[src/rtl/pix_rs_pkg.sv]
package pix_rs_pkg;

    typedef enum logic [2:0] {
        PH_IDLE,
        PH_SETTLE,
        PH_SIG,
        PH_CLEAR,
        PH_PED,
        PH_DONE
    } phase_e;

endpackage

[src/rtl/pix_rs_ctrl.sv]
module pix_rs_ctrl
    import pix_rs_pkg::*;
#(
    parameter int ROWS     = 128,
    parameter bit DUAL_ROW = 1'b0,
    parameter int CNT_W    = 8,
    parameter int ROW_W    = 7
) (
    input  logic             clk,
    input  logic             rst_n,
    input  logic             start_i,
    input  logic             cont_i,
    input  logic [CNT_W-1:0] tset_i,
    input  logic [CNT_W-1:0] tclr_i,
    output phase_e           phase_o,
    output logic [ROW_W-1:0] row_o
);

    localparam int STEP = DUAL_ROW ? 2 : 1;
    localparam logic [ROW_W-1:0] ROW_STEP = ROW_W'(STEP);
    localparam logic [ROW_W-1:0] ROW_LAST = ROW_W'(ROWS - STEP);

    typedef struct packed {
        phase_e           ph;
        logic [ROW_W-1:0] row;
        logic [CNT_W-1:0] cnt;
    } seq_s;

    seq_s seq_d, seq_q;

    // zero on a timing input acts as one cycle; counters load len-1
    logic [CNT_W-1:0] set_load, clr_load;
    assign set_load = (tset_i == '0) ? '0 : tset_i - CNT_W'(1);
    assign clr_load = (tclr_i == '0) ? '0 : tclr_i - CNT_W'(1);

    always_comb begin
        seq_d = seq_q;
        unique case (seq_q.ph)
            PH_IDLE: begin
                if (start_i) begin
                    seq_d.ph  = PH_SETTLE;
                    seq_d.row = '0;
                    seq_d.cnt = set_load;
                end
            end
            PH_SETTLE: begin
                if (seq_q.cnt == '0) seq_d.ph = PH_SIG;
                else seq_d.cnt = seq_q.cnt - CNT_W'(1);
            end
            PH_SIG: begin
                seq_d.ph  = PH_CLEAR;
                seq_d.cnt = clr_load;
            end
            PH_CLEAR: begin
                if (seq_q.cnt == '0) seq_d.ph = PH_PED;
                else seq_d.cnt = seq_q.cnt - CNT_W'(1);
            end
            PH_PED: begin
                if (seq_q.row == ROW_LAST) begin
                    seq_d.ph  = PH_DONE;
                    seq_d.row = '0;
                end else begin
                    seq_d.ph  = PH_SETTLE;
                    seq_d.row = seq_q.row + ROW_STEP;
                    seq_d.cnt = set_load;
                end
            end
            PH_DONE: begin
                if (cont_i) begin
                    seq_d.ph  = PH_SETTLE;
                    seq_d.row = '0;
                    seq_d.cnt = set_load;
                end else begin
                    seq_d.ph = PH_IDLE;
                end
            end
            default: seq_d.ph = PH_IDLE;
        endcase
    end

    always_ff @(posedge clk or negedge rst_n) begin
        if (!rst_n) begin
            seq_q.ph  <= PH_IDLE;
            seq_q.row <= '0;
            seq_q.cnt <= '0;
        end else begin
            seq_q <= seq_d;
        end
    end

    assign phase_o = seq_q.ph;
    assign row_o   = seq_q.row;

endmodule

[src/rtl/pix_rs_row_decode.sv]
module pix_rs_row_decode #(
    parameter int ROWS     = 128,
    parameter bit DUAL_ROW = 1'b0,
    parameter int ROW_W    = 7
) (
    input  logic [ROW_W-1:0] row_i,
    input  logic             gate_on_i,
    input  logic             clr_on_i,
    output logic [ROWS-1:0]  gate_o,
    output logic [ROWS-1:0]  clr_o
);

    localparam int STEP = DUAL_ROW ? 2 : 1;

    for (genvar i = 0; i < ROWS; i++) begin : g_row
        // first row of the slot this line belongs to
        localparam int BASE = (i / STEP) * STEP;
        logic hit;
        assign hit       = (row_i == ROW_W'(BASE));
        assign gate_o[i] = gate_on_i && hit;
        assign clr_o[i]  = clr_on_i && hit;
    end

endmodule

[src/rtl/pix_row_seq.sv]
module pix_row_seq
    import pix_rs_pkg::*;
#(
    parameter int ROWS     = 128,
    parameter bit DUAL_ROW = 1'b0,
    parameter int CNT_W    = 8,
    localparam int ROW_W   = (ROWS > 1) ? $clog2(ROWS) : 1
) (
    input  logic             clk,
    input  logic             rst_n,
    input  logic             start_i,
    input  logic             cont_i,
    input  logic [CNT_W-1:0] tset_i,
    input  logic [CNT_W-1:0] tclr_i,
    output logic [ROW_W-1:0] row_o,
    output logic [ROWS-1:0]  gate_o,
    output logic [ROWS-1:0]  clear_o,
    output logic             samp_sig_o,
    output logic             samp_ped_o,
    output logic             frame_done_o
);

    phase_e ph;
    logic   gate_on, clr_on;

    pix_rs_ctrl #(
        .ROWS(ROWS), .DUAL_ROW(DUAL_ROW), .CNT_W(CNT_W), .ROW_W(ROW_W)
    ) u_ctrl (
        .clk(clk), .rst_n(rst_n), .start_i(start_i), .cont_i(cont_i),
        .tset_i(tset_i), .tclr_i(tclr_i), .phase_o(ph), .row_o(row_o)
    );

    assign gate_on = (ph == PH_SETTLE) || (ph == PH_SIG) ||
                     (ph == PH_CLEAR)  || (ph == PH_PED);
    assign clr_on  = (ph == PH_CLEAR);

    pix_rs_row_decode #(
        .ROWS(ROWS), .DUAL_ROW(DUAL_ROW), .ROW_W(ROW_W)
    ) u_dec (
        .row_i(row_o), .gate_on_i(gate_on), .clr_on_i(clr_on),
        .gate_o(gate_o), .clr_o(clear_o)
    );

    assign samp_sig_o   = (ph == PH_SIG);
    assign samp_ped_o   = (ph == PH_PED);
    assign frame_done_o = (ph == PH_DONE);

endmodule

[config.mk]
export PLATFORM = sky130hd
export DESIGN_NAME = pix_row_seq
export DESIGN_NICKNAME = d
export VERILOG_FILES = /design/src/rtl/pix_rs_pkg.sv /design/src/rtl/pix_rs_ctrl.sv /design/src/rtl/pix_rs_row_decode.sv /design/src/rtl/pix_row_seq.sv
export SDC_FILE = /design/constraint.sdc
export NUM_CORES = 1
export LEC_CHECK = 0
export ABC_AREA = 1
export CAP_MARGIN = 20
export CELL_PAD_IN_SITES_DETAIL_PLACEMENT = 1
export CELL_PAD_IN_SITES_GLOBAL_PLACEMENT = 1
export CORE_AREA = 3 3 109 111
export DETAILED_ROUTE_END_ITERATION = 8
export DIE_AREA = 0 0 112 114
export DONT_BUFFER_PORTS = 1
export PLACE_DENSITY = 0.79
export SLEW_MARGIN = 20
export SYNTH_ARGS = -nofsm -noshare
export SYNTH_HDL_FRONTEND = slang
export SYNTH_SLANG_ARGS = --single-unit
[constraint.sdc]
create_clock -name clk -period 4.9 [get_ports clk]
set_clock_uncertainty 0.1 [all_clocks]
set_input_delay 0.98 -clock clk [delete_from_list [all_inputs] [get_ports clk]]
set_output_delay 0.98 -clock clk [all_outputs]
set_load 0.02 [all_outputs]
After elaboration in Yosys (flattened, before gate mapping)

Cells that the tools add are included.

Multiplexer cells: 13
Reduce and logical (&&, ||, !) cells: 270
Equality and inequality tests: 138
Add/sub/neg operators: 4

Operators by type and width:

| operator              | number |
|---|---|
| $eq A7 B7 Y1 const B  | 64 |
| $logic_and A1 B1 Y1   | 256 |
| $eq A7 B6 Y1 const B  | 32 |
| $eq A7 B5 Y1 const B  | 16 |
| $eq A7 B4 Y1 const B  | 8 |
| $pmux W8 S5           | 1 |
| $mux W8               | 4 |
| $eq A7 B3 Y1 const B  | 4 |
| $logic_not A8 Y1      | 3 |
| $sub A8 B1 Y8 const B | 3 |
| $pmux W7 S3           | 1 |
| $mux W18              | 1 |
| $pmux W3 S6           | 1 |
| $mux W15              | 1 |
| $eq A7 B2 Y1 const B  | 2 |
| $mux W10              | 1 |
| $ne A2 B2 Y1 const B  | 5 |
| $add A7 B1 Y7 const B | 1 |
| $eq A7 B1 Y1 const B  | 1 |
| $logic_not A7 Y1      | 1 |
| $eq A3 B2 Y1 const B  | 2 |
| $eq A3 B3 Y1 const B  | 2 |
| $mux W3               | 2 |
| $reduce_and A3 Y1     | 2 |
| 9 further kinds       | 11 |

Bits in registers: 18
Output and inout bits: 266
Word-level logic and storage cells: 428
Input bits: 20

Depth between registers and ports, before layout

Word-level depth: 5
Depth in mapped cells: 10
Mapped depth without buffers: 10

Modules after synthesis

From an unflattened synthesis, not the netlist that was laid out.

Cell total of the unflattened synthesis: 719
Area, all modules: 3,574.7 µm²

By module, submodules not included:

| module            | cells each | instances | area each (µm²) | sequential area each (µm²) |
|---|---|---|---|---|
| pix_rs_row_decode | 456        | 1         | 1,870.5         | 0.0 |
| pix_rs_ctrl       | 253        | 1         | 1,660.3         | 450.4 |
| pix_row_seq       | 10         | 1         | 43.8            | 0.0 |

Worst setup path after synthesis

OpenSTA, ideal clock, no wires.

Path type: reg-to-output
Start point: reg u_ctrl.seq_q, in the netlist u_ctrl.row_o[0]
End point: out clear_o[66]
Data arrival time: 1.813 ns
Buffers on the path: 0
Data required time: 3.820 ns
Slack: 2.007 ns
Cell stages (with the launch flop): 7
Cells stage by stage: dfrtp_1 > inv_1 > ha_1 > inv_1 > nor2_1 > clkinv_1 > nor3_1

Cells in the longest elaborated chain, start to end: 2

Ends and longest elaborated chain:

| what                     | line                    | source |
|---|---|---|
| start: declaration       | pix_rs_ctrl.sv:29       | `seq_s seq_d, seq_q;` |
| start signal: assignment | pix_rs_ctrl.sv:87       | `seq_q <= seq_d;` |
| $eq A7 B7 Y1             | pix_rs_row_decode.sv:19 | `assign hit = (row_i == ROW_W'(BASE));` |
| $logic_and A1 B1 Y1      | pix_rs_row_decode.sv:21 | `assign clr_o[i] = clr_on_i && hit;` |
| end: declaration         | pix_row_seq.sv:17       | `output logic [ROWS-1:0] clear_o,` |

Every way passes these cells.

Worst setup path in the final report

Start point: reg u_ctrl.seq_q, in the netlist u_ctrl.row_o[1]
End point: out clear_o[97]

The elaborated chain is that of the path after synthesis.

==> qor.csv <==
stage,metric,value,unit
clocking,cts.htree.levels,1,
hold_path,hp-class,primary input to asynchronous set/reset pin,
timing,drv_slew,0,
worst_setup_path,cp_cell_sequence,inv_1 -> ha_1 -> inv_1 -> nor2_1 -> clkinv_1 -> nor3_1,
worst_setup_path,critPathMaxStageDelay,0.88,ns
floorplan,die_w,112,um
global_route,grt_pass1_wl,27900,um
drt,wire_per_inst,21.0,um
logic_synthesis,ys_top_cells_by_area,"nand3_1, inv_1, nor3_1",
timing,setup_viol,0,
floorplan,die-area,12800,sq um
clocking,cts_sinks,18,
worst_setup_path,crit_type,register to output port,
power_and_ir_drop,ir_drop,0.258,mV
timing,clock.fmax,0.238,GHz
worst_setup_path,cp-start-kind,register,
worst_setup_path,r2r-end,u_ctrl.seq_q[7]$_DFFE_PN0P_,
power_and_ir_drop,power_density,479,nW/um^2
global_route,grt_max_degree,130,
worst_setup_path,critPathMostFrequentCell,inv_1,
logic_synthesis,synth_seq_area_share,0.114,
clocking,clock_latency,0.26,ns
final_layout,area_delta_synth_final,5.54,%
worst_setup_path,worstPathRequired,3.82,ns
final_layout,drive_gt1_frac,0.0916,
clocking,path_clk_slew,0.08,ns
placement,dp_hpwl,14300,um
timing,rsz0062_at_grt,false,
drt,vias_per_cell,5.67,
timing,tns,0,ns
logic_synthesis,yosys.area.top_type,nand3_1,
worst_setup_path,critical_path_buf_inv_count,3,
global_route,grt_pass1_vias,4810,
timing,worst_pin_slew,0.903,ns
placement,port_buffers,0,
clocking,cts-root-buf,clkbuf_8,
drt,drcViolationCount,0,
floorplan,ios,286,
timing,slew_headroom,0.393,
final_layout,fin_area,4170,sq um
timing,fin_crit,4.20,ns
clocking,cts_buffers,3,
clocking,cts_tree,done,
logic_synthesis,synth_edf_count,0,
worst_setup_path,crit_arrival,3.12,ns
timing,whs,0.302,ns
drt,drtPass1Iterations,5,
worst_setup_path,crit_family,simple AND/OR/NAND/NOR gates,
placement,placed_cell_area,4110,sq um
floorplan,core_area,10900,sq um
worst_setup_path,r2r-start,u_ctrl.row_o[0]$_DFFE_PN0P_,
logic_synthesis,syn_avg_cell_area,5.32,sq um
worst_setup_path,crit_path_top_delay_cell,nor3_1,
logic_synthesis,async_reset_ff_frac,1.00,
logic_synthesis,synth_top_area_frac,0.198,
floorplan,initial_utilization,0.363,
final_layout,layoutNonFillerInstCount,882,
placement,gp_congestion,0.899,
flow_run,maxCapViolCount,0,
placement,dpl.cell_count,878,
worst_setup_path,r2r.worst_path.cells,9,
logic_synthesis,synth_cells,743,
run_status,status,"complete, no violations",
final_layout,final_common_cell,inv_1,
global_route,overflow,0,
logic_synthesis,syn-num-nets,772,
drt,ant_nets,0,
final_layout,fin_nets,772,
final_layout,diodes,0,
worst_setup_path,cp-end-kind,output port,
clocking,hold_buffers,0,
floorplan,fp.dieH,114,um
final_layout,final_util,0.383,
clocking,post_cts.repair.setup_buffers,0,
logic_synthesis,synth_flop_cell,dfrtp_1,
drt,drtIter0Drc,386,
logic_synthesis,synth_area,3950,sq um
logic_synthesis,ys_ff_latch,18,
worst_setup_path,regToRegSetupSlack,2.07,ns
global_route,antenna_found_initial,0,
final_layout,final_cell_mix,"inv_1, nand3_1, nor3_1",
worst_setup_path,cp_max_fo,10,
floorplan,row_count,38,
clocking,clock_path_buffers,2,
clocking,cts_resized,0,
drt,route.vias.total,5002,
global_route,grt_usage,0.269,
logic_synthesis,ys_types,27,
timing,report.final.hold_viol_count,0,
timing,layout_worst_path_cycle_share,0.857,
logic_synthesis,yosys_warnings,0,
drt,wl,18500,um
power_and_ir_drop,p_leak,2.57,nW
[synth_stat cells, types with 2 or more instances]
| cell | number |
|---|---|
| nand3_1 | 156 |
| dfrtp_1 | 18 |
| nor2_1 | 47 |
| nand2_1 | 78 |
| buf_2 | 6 |
| clkbuf_1 | 12 |
| a21oi_1 | 2 |
| ha_1 | 9 |
| inv_1 | 188 |
| nor2_2 | 4 |
| o21ai_0 | 22 |
| nand4_1 | 6 |
| nor3_2 | 2 |
| buf_4 | 10 |
| xor2_1 | 3 |
| nand2_2 | 2 |
| buf_6 | 22 |
| nor3_1 | 138 |
| inv_2 | 2 |
| buf_1 | 6 |
| clkinv_1 | 4 |
[worst register-to-register path: cells and delay by family, from the launching register on]
family        cells  cell delay (ns)
buf+inv           1             0.17
flops             1             0.51
simple gates      7             1.65
fa+ha+maj         1             0.29
[stage by stage]
stage | total power, W | setup slack, ns
3_5_place_dp | 0.00185 | 0.993
4_1_cts | 0.00198 | 0.714
5_1_grt | 0.00219 | 0.582
2_1_floorplan | 0.00168 | 2.01
6_report | 0.00200 | 0.703
3_3_place_gp | 0.00177 | 1.16
[report_power, final]
group          switching (W)  total, W  internal, W
registers           0.000121  0.000339     0.000218
clock network      0.0000537  0.000125    0.0000716
logic                0.00122   0.00154     0.000312
total                0.00140   0.00200     0.000601
[how the worst max path moves through the flow]
stage,start,endpoint,cells after the start
3_5_place_dp,u_ctrl.row_o[1]$_DFFE_PN0P_,clear_o[97],6
2_1_floorplan,u_ctrl.row_o[0]$_DFFE_PN0P_,clear_o[66],6
3_3_place_gp,u_ctrl.row_o[1]$_DFFE_PN0P_,clear_o[97],6
4_1_cts,u_ctrl.row_o[1]$_DFFE_PN0P_,clear_o[97],6
6_report,u_ctrl.row_o[1]$_DFFE_PN0P_,clear_o[97],6
5_1_grt,u_ctrl.row_o[1]$_DFFE_PN0P_,clear_o[97],6
[cell type report]
cell class | instances | area, sq um
multi-input cells | 475 | 2370
clock buffers | 4 | 55.1
fillers | 1584 | 6720
well taps | 140 | 175
inverters | 194 | 728
repair buffers | 51 | 395
flip-flops and latches | 18 | 450
[cell families (layout without fill, tap and decap cells)]
kind of cell | Yosys count | in the layout | share of synthesized area
buffers and inverters | 250 | 249 | 0.291
XOR/XNOR | 4 | 4 | 0.00887
AO/OA/AOI/OAI | 25 | 25 | 0.0323
flip-flops | 18 | 18 | 0.114
AND/OR/NAND/NOR | 437 | 437 | 0.526
adder cells (fa/ha/maj) | 9 | 9 | 0.0285
[sequential cells by signal, indices dropped and copies added (netlist names)]
signal,flops
u_ctrl.seq_q,8
u_ctrl.row_o,7
u_ctrl.phase_o,3
[per-layer routing]
layer,track usage,vias up,share of wire
met1,0.326,2390,0.39
li1,-,2329,-
met3,0.0435,36,0.067
met5,0,-,0
met4,0.0697,0,0.024
met2,0.495,247,0.52
(Power assumes the default switching activity.)
